**src/rtl/uart_regif_pkg.sv**
```systemverilog
package uart_regif_pkg;
  localparam int unsigned REG_W  = 32;
  localparam int unsigned ADDR_W = 5;
  localparam int unsigned BYTE_W = 8;

  localparam logic [ADDR_W-1:0] OFF_TXDATA = 5'h00;
  localparam logic [ADDR_W-1:0] OFF_RXDATA = 5'h04;
  localparam logic [ADDR_W-1:0] OFF_TXCTRL = 5'h08;
  localparam logic [ADDR_W-1:0] OFF_RXCTRL = 5'h0C;
  localparam logic [ADDR_W-1:0] OFF_IE     = 5'h10;
  localparam logic [ADDR_W-1:0] OFF_IP     = 5'h14;
  localparam logic [ADDR_W-1:0] OFF_DIV    = 5'h18;

  localparam int unsigned WM_LSB = 16;
  localparam int unsigned WM_W   = 3;

  localparam int unsigned IRQ_TX = 0;
  localparam int unsigned IRQ_RX = 1;
  localparam int unsigned IRQ_N  = 2;

  localparam logic [REG_W-1:0] RX_EMPTY_WORD = 32'h8000_0000;
endpackage

```
**src/rtl/uart_rx_fifo.sv**
```systemverilog
module uart_rx_fifo #(
  parameter int unsigned DEPTH = 8,
  parameter int unsigned W     = 8
) (
  input  logic                         clk_i,
  input  logic                         rst_ni,
  input  logic                         push_i,
  input  logic [W-1:0]                 data_i,
  input  logic                         pop_i,
  output logic [W-1:0]                 data_o,
  output logic [$clog2(DEPTH+1)-1:0]   count_o,
  output logic                         full_o,
  output logic                         empty_o
);
  localparam int unsigned PW = (DEPTH > 1) ? $clog2(DEPTH) : 1;
  localparam int unsigned CW = $clog2(DEPTH + 1);
  localparam logic [CW-1:0] FULL_CNT = CW'(DEPTH);
  localparam logic [PW-1:0] LAST_PTR = PW'(DEPTH - 1);

  logic [W-1:0]  mem_q [DEPTH];
  logic [PW-1:0] wptr_q, rptr_q;
  logic [CW-1:0] cnt_q;
  logic          push_ok, pop_ok;

  assign full_o  = (cnt_q == FULL_CNT);
  assign empty_o = (cnt_q == '0);
  assign push_ok = push_i && !full_o;
  assign pop_ok  = pop_i && !empty_o;
  assign data_o  = mem_q[rptr_q];
  assign count_o = cnt_q;

  always_ff @(posedge clk_i or negedge rst_ni) begin
    if (!rst_ni) begin
      wptr_q <= '0;
      rptr_q <= '0;
      cnt_q  <= '0;
    end else begin
      if (push_ok) wptr_q <= (wptr_q == LAST_PTR) ? '0 : wptr_q + PW'(1);
      if (pop_ok)  rptr_q <= (rptr_q == LAST_PTR) ? '0 : rptr_q + PW'(1);
      unique case ({push_ok, pop_ok})
        2'b10:   cnt_q <= cnt_q + CW'(1);
        2'b01:   cnt_q <= cnt_q - CW'(1);
        default: cnt_q <= cnt_q;
      endcase
    end
  end

  // storage has no reset; never read while empty
  always_ff @(posedge clk_i) begin
    if (push_ok) mem_q[wptr_q] <= data_i;
  end


  fifo_bound_chk: assert property (@(posedge clk_i) disable iff (!rst_ni)
    cnt_q <= FULL_CNT);

  fifo_pop_dec_chk: assert property (@(posedge clk_i) disable iff (!rst_ni)
    (pop_i && !empty_o && !push_i) |=> cnt_q == $past(cnt_q) - CW'(1));

  fifo_push_inc_chk: assert property (@(posedge clk_i) disable iff (!rst_ni)
    (push_i && !full_o && !pop_i) |=> cnt_q == $past(cnt_q) + CW'(1));
endmodule

```
**src/rtl/uart_irq_gen.sv**
```systemverilog
module uart_irq_gen
  import uart_regif_pkg::*;
#(
  parameter int unsigned CW = 4
) (
  input  logic [WM_W-1:0]  tx_wm_i,
  input  logic [WM_W-1:0]  rx_wm_i,
  input  logic [CW-1:0]    rx_count_i,
  input  logic [IRQ_N-1:0] ie_i,
  output logic [IRQ_N-1:0] ip_o,
  output logic             irq_o
);
  always_comb begin
    ip_o         = '0;
    ip_o[IRQ_TX] = (tx_wm_i != '0);
    ip_o[IRQ_RX] = (rx_count_i > CW'(rx_wm_i));
  end

  // rx source fires on any data, not on the watermark
  assign irq_o = ie_i[IRQ_TX] || (ie_i[IRQ_RX] && (rx_count_i != '0));
endmodule

```
**src/rtl/uart_regif.sv**
```systemverilog
module uart_regif
  import uart_regif_pkg::*;
#(
  parameter int unsigned RX_DEPTH = 8
) (
  input  logic              clk_i,
  input  logic              rst_ni,
  input  logic              req_i,
  input  logic              we_i,
  input  logic [ADDR_W-1:0] addr_i,
  input  logic [3:0]        be_i,
  input  logic [REG_W-1:0]  wdata_i,
  output logic [REG_W-1:0]  rdata_o,
  input  logic              rx_valid_i,
  input  logic [BYTE_W-1:0] rx_data_i,
  output logic              rx_ready_o,
  output logic              tx_valid_o,
  output logic [BYTE_W-1:0] tx_data_o,
  output logic              irq_o
);
  localparam int unsigned CW = $clog2(RX_DEPTH + 1);

  logic              acc_ok, wr_ok, rd_ok;
  logic              wr_tx, wr_txc, wr_rxc, wr_ie, wr_div, rd_rx;
  logic [REG_W-1:0]  txctrl_q, rxctrl_q, div_q;
  logic [IRQ_N-1:0]  ie_q, ip;
  logic              tx_valid_q;
  logic [BYTE_W-1:0] tx_data_q;
  logic              fifo_push, fifo_pop, fifo_full, fifo_empty;
  logic [BYTE_W-1:0] fifo_data;
  logic [CW-1:0]     fifo_count;

  assign acc_ok = req_i && (be_i == 4'hF);
  assign wr_ok  = acc_ok && we_i;
  assign rd_ok  = acc_ok && !we_i;

  assign wr_tx  = wr_ok && (addr_i == OFF_TXDATA);
  assign wr_txc = wr_ok && (addr_i == OFF_TXCTRL);
  assign wr_rxc = wr_ok && (addr_i == OFF_RXCTRL);
  assign wr_ie  = wr_ok && (addr_i == OFF_IE);
  assign wr_div = wr_ok && (addr_i == OFF_DIV);
  assign rd_rx  = rd_ok && (addr_i == OFF_RXDATA);

  assign fifo_pop   = rd_rx && !fifo_empty;
  assign rx_ready_o = !fifo_full;
  assign fifo_push  = rx_valid_i && rx_ready_o;

  uart_rx_fifo #(.DEPTH(RX_DEPTH), .W(BYTE_W)) i_rx_fifo (
    .clk_i   (clk_i),
    .rst_ni  (rst_ni),
    .push_i  (fifo_push),
    .data_i  (rx_data_i),
    .pop_i   (fifo_pop),
    .data_o  (fifo_data),
    .count_o (fifo_count),
    .full_o  (fifo_full),
    .empty_o (fifo_empty)
  );

  uart_irq_gen #(.CW(CW)) i_irq_gen (
    .tx_wm_i    (txctrl_q[WM_LSB +: WM_W]),
    .rx_wm_i    (rxctrl_q[WM_LSB +: WM_W]),
    .rx_count_i (fifo_count),
    .ie_i       (ie_q),
    .ip_o       (ip),
    .irq_o      (irq_o)
  );

  always_ff @(posedge clk_i or negedge rst_ni) begin
    if (!rst_ni) begin
      txctrl_q   <= '0;
      rxctrl_q   <= '0;
      div_q      <= '0;
      ie_q       <= '0;
      tx_valid_q <= 1'b0;
      tx_data_q  <= '0;
    end else begin
      if (wr_txc) txctrl_q <= wdata_i;
      if (wr_rxc) rxctrl_q <= wdata_i;
      if (wr_div) div_q    <= wdata_i;
      if (wr_ie)  ie_q     <= wdata_i[IRQ_N-1:0];
      tx_valid_q <= wr_tx;
      if (wr_tx)  tx_data_q <= wdata_i[BYTE_W-1:0];
    end
  end

  assign tx_valid_o = tx_valid_q;
  assign tx_data_o  = tx_data_q;

  always_comb begin
    rdata_o = '0;
    if (rd_ok) begin
      unique case (addr_i)
        OFF_RXDATA: rdata_o = fifo_empty ? RX_EMPTY_WORD
                                         : {{(REG_W-BYTE_W){1'b0}}, fifo_data};
        OFF_TXCTRL: rdata_o = txctrl_q;
        OFF_RXCTRL: rdata_o = rxctrl_q;
        OFF_IE:     rdata_o = {{(REG_W-IRQ_N){1'b0}}, ie_q};
        OFF_IP:     rdata_o = {{(REG_W-IRQ_N){1'b0}}, ip};
        OFF_DIV:    rdata_o = div_q;
        default:    rdata_o = '0;
      endcase
    end
  end


  tx_strobe_chk: assert property (@(posedge clk_i) disable iff (!rst_ni)
    wr_tx |=> tx_valid_o && tx_data_o == $past(wdata_i[BYTE_W-1:0]));

  tx_quiet_chk: assert property (@(posedge clk_i) disable iff (!rst_ni)
    !wr_tx |=> !tx_valid_o);

  rx_drop_chk: assert property (@(posedge clk_i) disable iff (!rst_ni)
    (rx_valid_i && !rx_ready_o && !fifo_pop) |=> $stable(fifo_count));

  irq_src_chk: assert property (@(posedge clk_i) disable iff (!rst_ni)
    (irq_o && !ie_q[IRQ_TX]) |-> !fifo_empty);

  partial_wr_chk: assert property (@(posedge clk_i) disable iff (!rst_ni)
    (req_i && we_i && be_i != 4'hF) |=> $stable(div_q) && !tx_valid_o);

  empty_rd_chk: assert property (@(posedge clk_i) disable iff (!rst_ni)
    (rd_rx && fifo_empty && !rx_valid_i) |=> fifo_empty);
endmodule

```
**config.mk**
```make
export PLATFORM = sky130hd
export DESIGN_NAME = uart_regif
export DESIGN_NICKNAME = d
export VERILOG_FILES = /design/src/rtl/uart_regif_pkg.sv /design/src/rtl/uart_rx_fifo.sv /design/src/rtl/uart_irq_gen.sv /design/src/rtl/uart_regif.sv
export SDC_FILE = /design/constraint.sdc
export NUM_CORES = 1
export LEC_CHECK = 0
export ABC_AREA = 1
export BUFFER_PORTS_ARGS = -buffer_cell sky130_fd_sc_hd__buf_4
export CAP_MARGIN = 10
export CORE_MARGIN = 1
export CORE_UTILIZATION = 55
export DETAILED_ROUTE_END_ITERATION = 10
export PLACE_DENSITY = 0.76
export SLEW_MARGIN = 25
export SYNTH_ARGS = -nofsm -noshare
export SYNTH_HDL_FRONTEND = slang
export SYNTH_SLANG_ARGS = --single-unit
```
**constraint.sdc**
```tcl
create_clock -name clk_i -period 2.8 [get_ports clk_i]
set_input_delay 0.56 -clock clk_i [delete_from_list [all_inputs] [get_ports clk_i]]
set_output_delay 0.56 -clock clk_i [all_outputs]
set_load 0.02 [all_outputs]
```
# After elaboration in Yosys (flattened, before gate mapping)
# Memories as Yosys holds them, arrays and structs flattened.
# Cells that the tools add are included.
# op_classes
mux	8
n_eq_ne	12
n_reduce_logical	23
n_addsub	4
n_lt_le_gt_ge	1
# ops
op	count
32-bit one-hot mux with 6 select lines	1
32-bit 2-to-1 mux	2
5-bit == test, second input constant	3
1-bit logical AND	14
5-bit by 4-bit == test with 1-bit output, second input constant	2
4-bit == test, second input constant	2
4-bit one-hot mux with 2 select lines	1
3-bit by 1-bit adder with 3-bit output, second input constant	2
3-bit == test, second input constant	2
3-bit 2-to-1 mux	2
5-bit by 3-bit == test with 1-bit output, second input constant	1
5-bit zero test	1
4-bit by 1-bit adder with 4-bit output, second input constant	1
4-bit by 3-bit > comparator with 1-bit output	1
4-bit zero test	1
4-bit nonzero test	1
4-bit by 1-bit subtractor with 4-bit output, second input constant	1
1-bit zero test	3
3-bit nonzero test	1
2-bit by 1-bit == test with 1-bit output, second input constant	1
2-bit == test, second input constant	1
1-bit 2-to-1 mux	2
2-bit nonzero test	1
1-bit logical OR	1
# word_totals
mem_count	1
mem_bits_rw	64
ff_bits	117
output_inout_bits	43
# mem_list
memory	words	width	read_ports	rd_ports_with_merged_regs	wr	line	source
i_rx_fifo.mem_q	8	8	1	0	1	uart_rx_fifo.sv:20	logic [W-1:0] mem_q [DEPTH];

# Longest topological paths before layout
# logic_depth
depth_word	8
depth_mapped	17
depth_no_buf	17

# Hierarchy
# Synthesis repeated with hierarchy kept, for this count alone.
# unflattened
hier_cells	1034
hier_area_um2	8951.1
# by_module_without_submodules
module	area_per_inst_um2	cells_each	n_inst	seq_area_each_um2
uart_regif	5406.4	648	1	2677.6
uart_rx_fifo	3432.0	364	1	2172.1
uart_irq_gen	112.6	22	1	0.0

# Worst setup path after synthesis
# Ideal clock, no wire load.
# synth_path
kind	input to register
startpoint	in addr_i[3]
endpoint	reg i_rx_fifo.cnt_q[2], in the netlist i_rx_fifo.count_o[2]
arrival_time_ps	2221
stages	15
setup_ps	129
slack_ps	450
required_time_ps	2671
path_cell_list	inv_1 > nand2_1 > nor2_1 > nand2_1 > nor2_4 > nand2_2 > inv_2 > ha_1 > nand2_1 > inv_1 > nor2_1 > ha_1 > a21oi_1 > xor2_1 > o21ai_0
# synth_via
elab_chain_len	6
word_cells_on_any_way	8
cone_classes	eq/ne: 3; mux: 1; reduce/logical: 4
# synth_lines
element	line	source
start: declaration	uart_regif.sv:10	input logic [ADDR_W-1:0] addr_i,
5-bit by 3-bit == test with 1-bit output *	uart_regif.sv:42	assign rd_rx = rd_ok && (addr_i == OFF_RXDATA);
1-bit logical AND *	uart_regif.sv:42	
1-bit logical AND *	uart_regif.sv:44	assign fifo_pop = rd_rx && !fifo_empty;
1-bit logical AND *	uart_rx_fifo.sv:28	assign pop_ok = pop_i && !empty_o;
net i_rx_fifo.pop_ok	uart_rx_fifo.sv:23	logic push_ok, pop_ok;
2-bit by 1-bit == test with 1-bit output or 2-bit == test (tied branches)	uart_rx_fifo.sv:40	unique case ({push_ok, pop_ok})
4-bit one-hot mux with 2 select lines or 2-bit nonzero test (tied branches)	-	
end signal: assignment	uart_rx_fifo.sv:41	2'b10: cnt_q <= cnt_q + CW'(1);
end signal: assignment	uart_rx_fifo.sv:42	2'b01: cnt_q <= cnt_q - CW'(1);
end signal: assignment	uart_rx_fifo.sv:43	default: cnt_q <= cnt_q;
end: declaration	uart_rx_fifo.sv:22	logic [CW-1:0] cnt_q;
# Mark *: on every way through the listed nets, which the timed path passes. The rest lies on a longest branch.
# A chain may end at the register's enable or synchronous reset.

# Worst setup path after layout
# layout_path
startpoint	in addr_i[3]
endpoint	out rdata_o[4]
# layout_via
elab_chain_len	3
word_cells_on_any_way	8
cone_classes	eq/ne: 6; mux: 2
# layout_lines
element	line	source
5-bit == test (tied with other cells)	uart_regif.sv:93	unique case (addr_i)
32-bit one-hot mux with 6 select lines *	uart_regif.sv:93	
32-bit 2-to-1 mux *	uart_regif.sv:92	if (rd_ok) begin
end: declaration	uart_regif.sv:13	output logic [REG_W-1:0] rdata_o,
# Every way passes the cells marked *; elsewhere a longest branch is shown, timed or not.

==> impl_metrics.tcl <==
set metrics [dict create \
    status "complete, no violations" \
    hold_class "primary input to async pin" \
    clock-root-buffer "clkbuf_16" \
    clk_pin_slew_worst_paths_ns 0.06 \
    yosysTopAreaCell "dfrtp_1" \
    syn_to_final_growth_pct 19.4 \
    hold_viol 0 \
    syn_nets 990 \
    grt_start_max_net_pins 65 \
    cts_tree "done" \
    crit_chain "buf_4, inv_1, nand2_1, nor2_1, nand2_1, nor2_4, buf_4, nand3_1, a21oi_1, buf_4" \
    layout.nets 1092 \
    seqCellArea_um2 4850 \
    utilization_pct 67.5 \
    cts_setup_buffers 0 \
    die_x_um 124 \
    synth_area_leaders "dfrtp_1 36%, edfxtp_1 23%, nand2_1 12%" \
    coreArea_um2 14500 \
    worstSetupPathType "primary input to output pin" \
    r2r_cells 13 \
    crit_arrival_ns 2.12 \
    cts.htree.levels 4 \
    cp.buffers_inverters 4 \
    dr_total_vias 6574 \
    p_leak_nw 4.66 \
    drive_gt1_share_pct 16.8 \
    cts_num_sinks 181 \
    clock_latency_ns 0.43 \
    critPathLaunchType "primary input" \
    end_kind "output pin" \
    yosys_register_bits 181 \
    drtIter0Drc 532 \
    io_pins 97 \
    synth_common_cells "263 x nand2_1, 117 x dfrtp_1, 94 x o21ai_1" \
    ys_seq_area_share_pct 59.0 \
    finalSetupViolations 0 \
    drt-pass1-iter-count 5 \
    wl_per_cell_um 15.2 \
    async_reset_ff_share_pct 64.6 \
    synth_area_um2 8220 \
    vdd_drop_max_v 0.000412 \
    power_density_nw_per_um2 629 \
    n_fill_cell 1165 \
    start_util_pct 56.6 \
    worstMarginPinSlew_ns 0.680 \
    synth_cell_types 33 \
    portBuffers 96 \
    hpwl_um 12000 \
    cp_slowest_cell "a21oi_1" \
    relSlewSlack_pct 54.6 \
    place_congestion 0.877 \
    vias_per_cell 5.37 \
    synth_flop_cell "dfrtp_1" \
    dieArea_um2 15400 \
    fmax_mhz 373 \
    cp.depth 10 \
    worst_slack_ns 0.117 \
    max_cap_viol_count 0 \
    routed_wl_um 18600 \
    clock_path_buffers 2 \
    grt_first_pass_wirelength_um 30800 \
    yosysMostFrequentCell "nand2_1" \
    multi_input_area_um2 2780 \
    antenna_cells 0 \
    ant_nets 0 \
    period_minus_slack_ns 2.68 \
    synth.top_cell.area_share_pct 35.6 \
    report.final.slew_viol_count 0 \
    tns_ns 0 \
    antenna_found_initial 0 \
    critPathMaxStageDelay_ns 0.25 \
    drc 0 \
    grt_overflow 0 \
    finalCritPeriodShare_pct 95.8 \
    crit_path_frequent_cell "buf_4" \
    synth_warnings 0 \
    grt_setup_unrepaired "no" \
    grt_usage_pct 25.4 \
    critical_path.top_delay_family "simple AND/OR/NAND/NOR gates" \
    die_h_um 124 \
    cts_buffers 17 \
    avgSynthCellArea_um2 8.88 \
    cp_max_fo 8 \
    grt_pass1_vias 6070 \
    synthCells 926 \
    core.rowCount 44 \
    synth_edf_count 64 \
    finalClockSkew_ns 0.0126 \
    worstPathRequired_ns 2.24 \
    p_total_mw 6.17 \
    place_worst_setup_slack_ns 0.189 \
]
==> cells in the final DEF (no fill, tap or decap), types with 2 or more instances in the layout <==
cell,netlist,final
inv_1,93,93
edfxtp_1,64,64
bufinv_16,0,3
nand2_1,263,263
nand3_1,55,55
o21ai_0,46,46
clkinvlp_4,0,7
clkbuf_16,0,17
inv_6,0,2
clkinv_1,3,3
nand4_1,7,7
nand2_2,3,3
ha_1,10,10
buf_12,0,3
buf_4,3,119
nand2_4,2,2
o21ai_1,94,94
inv_2,5,5
a21oi_1,10,10
o221ai_1,2,2
nor2_1,93,93
nor2_4,5,5
xor2_1,3,3
dfrtp_1,117,117
==> area by class of cell <==
cell class,count,share of cell area [%]
Clock buffer,18,4.37
Multi-Input combinational cell,604,28.4
Inverter,101,3.90
Timing Repair Buffer,123,9.83
Tap cell,184,2.35
Clock inverter,14,1.80
Sequential cell,181,49.4
==> state kept, by name, indices dropped and copies added, names as in the netlist <==
name               count
i_rx_fifo.mem_q       64
txctrl_q              32
i_rx_fifo.wptr_q       3
tx_data_o              8
ie_q                   2
i_rx_fifo.rptr_q       3
div_q                 32
rxctrl_q              32
i_rx_fifo.count_o      4
tx_valid_o             1
==> kinds of logic after synthesis <==
logic type | after synthesis | share of synthesized area, %
fa+ha+maj | 10 | 1.52
buf+inv | 141 | 7.12
xor+xnor | 4 | 0.426
flops | 181 | 59.0
simple gates | 434 | 22.2
compound gates | 156 | 9.70
==> path summary, 6_finish.rpt <==
kind                                            from                     to  slack, ns
worst min-delay path                          rst_ni           rxctrl_q[10]       0.04
worst max register to register  i_rx_fifo.count_o[1]   i_rx_fifo.count_o[2]       0.53
min in group clk_i                      rx_data_i[4]  i_rx_fifo.mem_q[4][4]       0.37
worst min register to register             div_q[31]              div_q[31]       0.49
worst max-delay path                       addr_i[3]             rdata_o[4]       0.12
max in group asynchronous                     rst_ni           rxctrl_q[27]       2.04
==> power breakdown <==
part	internal [mW]	total, mW	switching [mW]
sequential	2.95	3.06	0.103
combinational	0.254	0.691	0.438
clock	1.41	2.42	1.01
==> per-layer routing <==
metal | GRT usage (%) | share of wire (%)
met5 | 0 | 0
met4 | 9.00 | 1.6
met3 | 4.66 | 5.9
met2 | 38.6 | 47
met1 | 36.7 | 46
==> stage by stage <==
step / instances / hold slack, ns / area (um^2)
6_report: 1225 / 0.0376 / 9820
5_1_grt: 1225 / 0.0511 / 9820
4_1_cts: 1225 / 0.0237 / 9810
3_5_place_dp: 1193 / 0.474 / 9200
3_3_place_gp: 1193 / 0.466 / 9200
2_1_floorplan: 926 / 0.264 / 8220
==> timing repair <==
item / 4_1_cts / 5_1_grt
hold buffers: 0 / 0
gates resized for setup: 0 / 2
endpoints found under the setup margin: 0 / 2
Note: power is estimated with default switching activity, not from simulation.
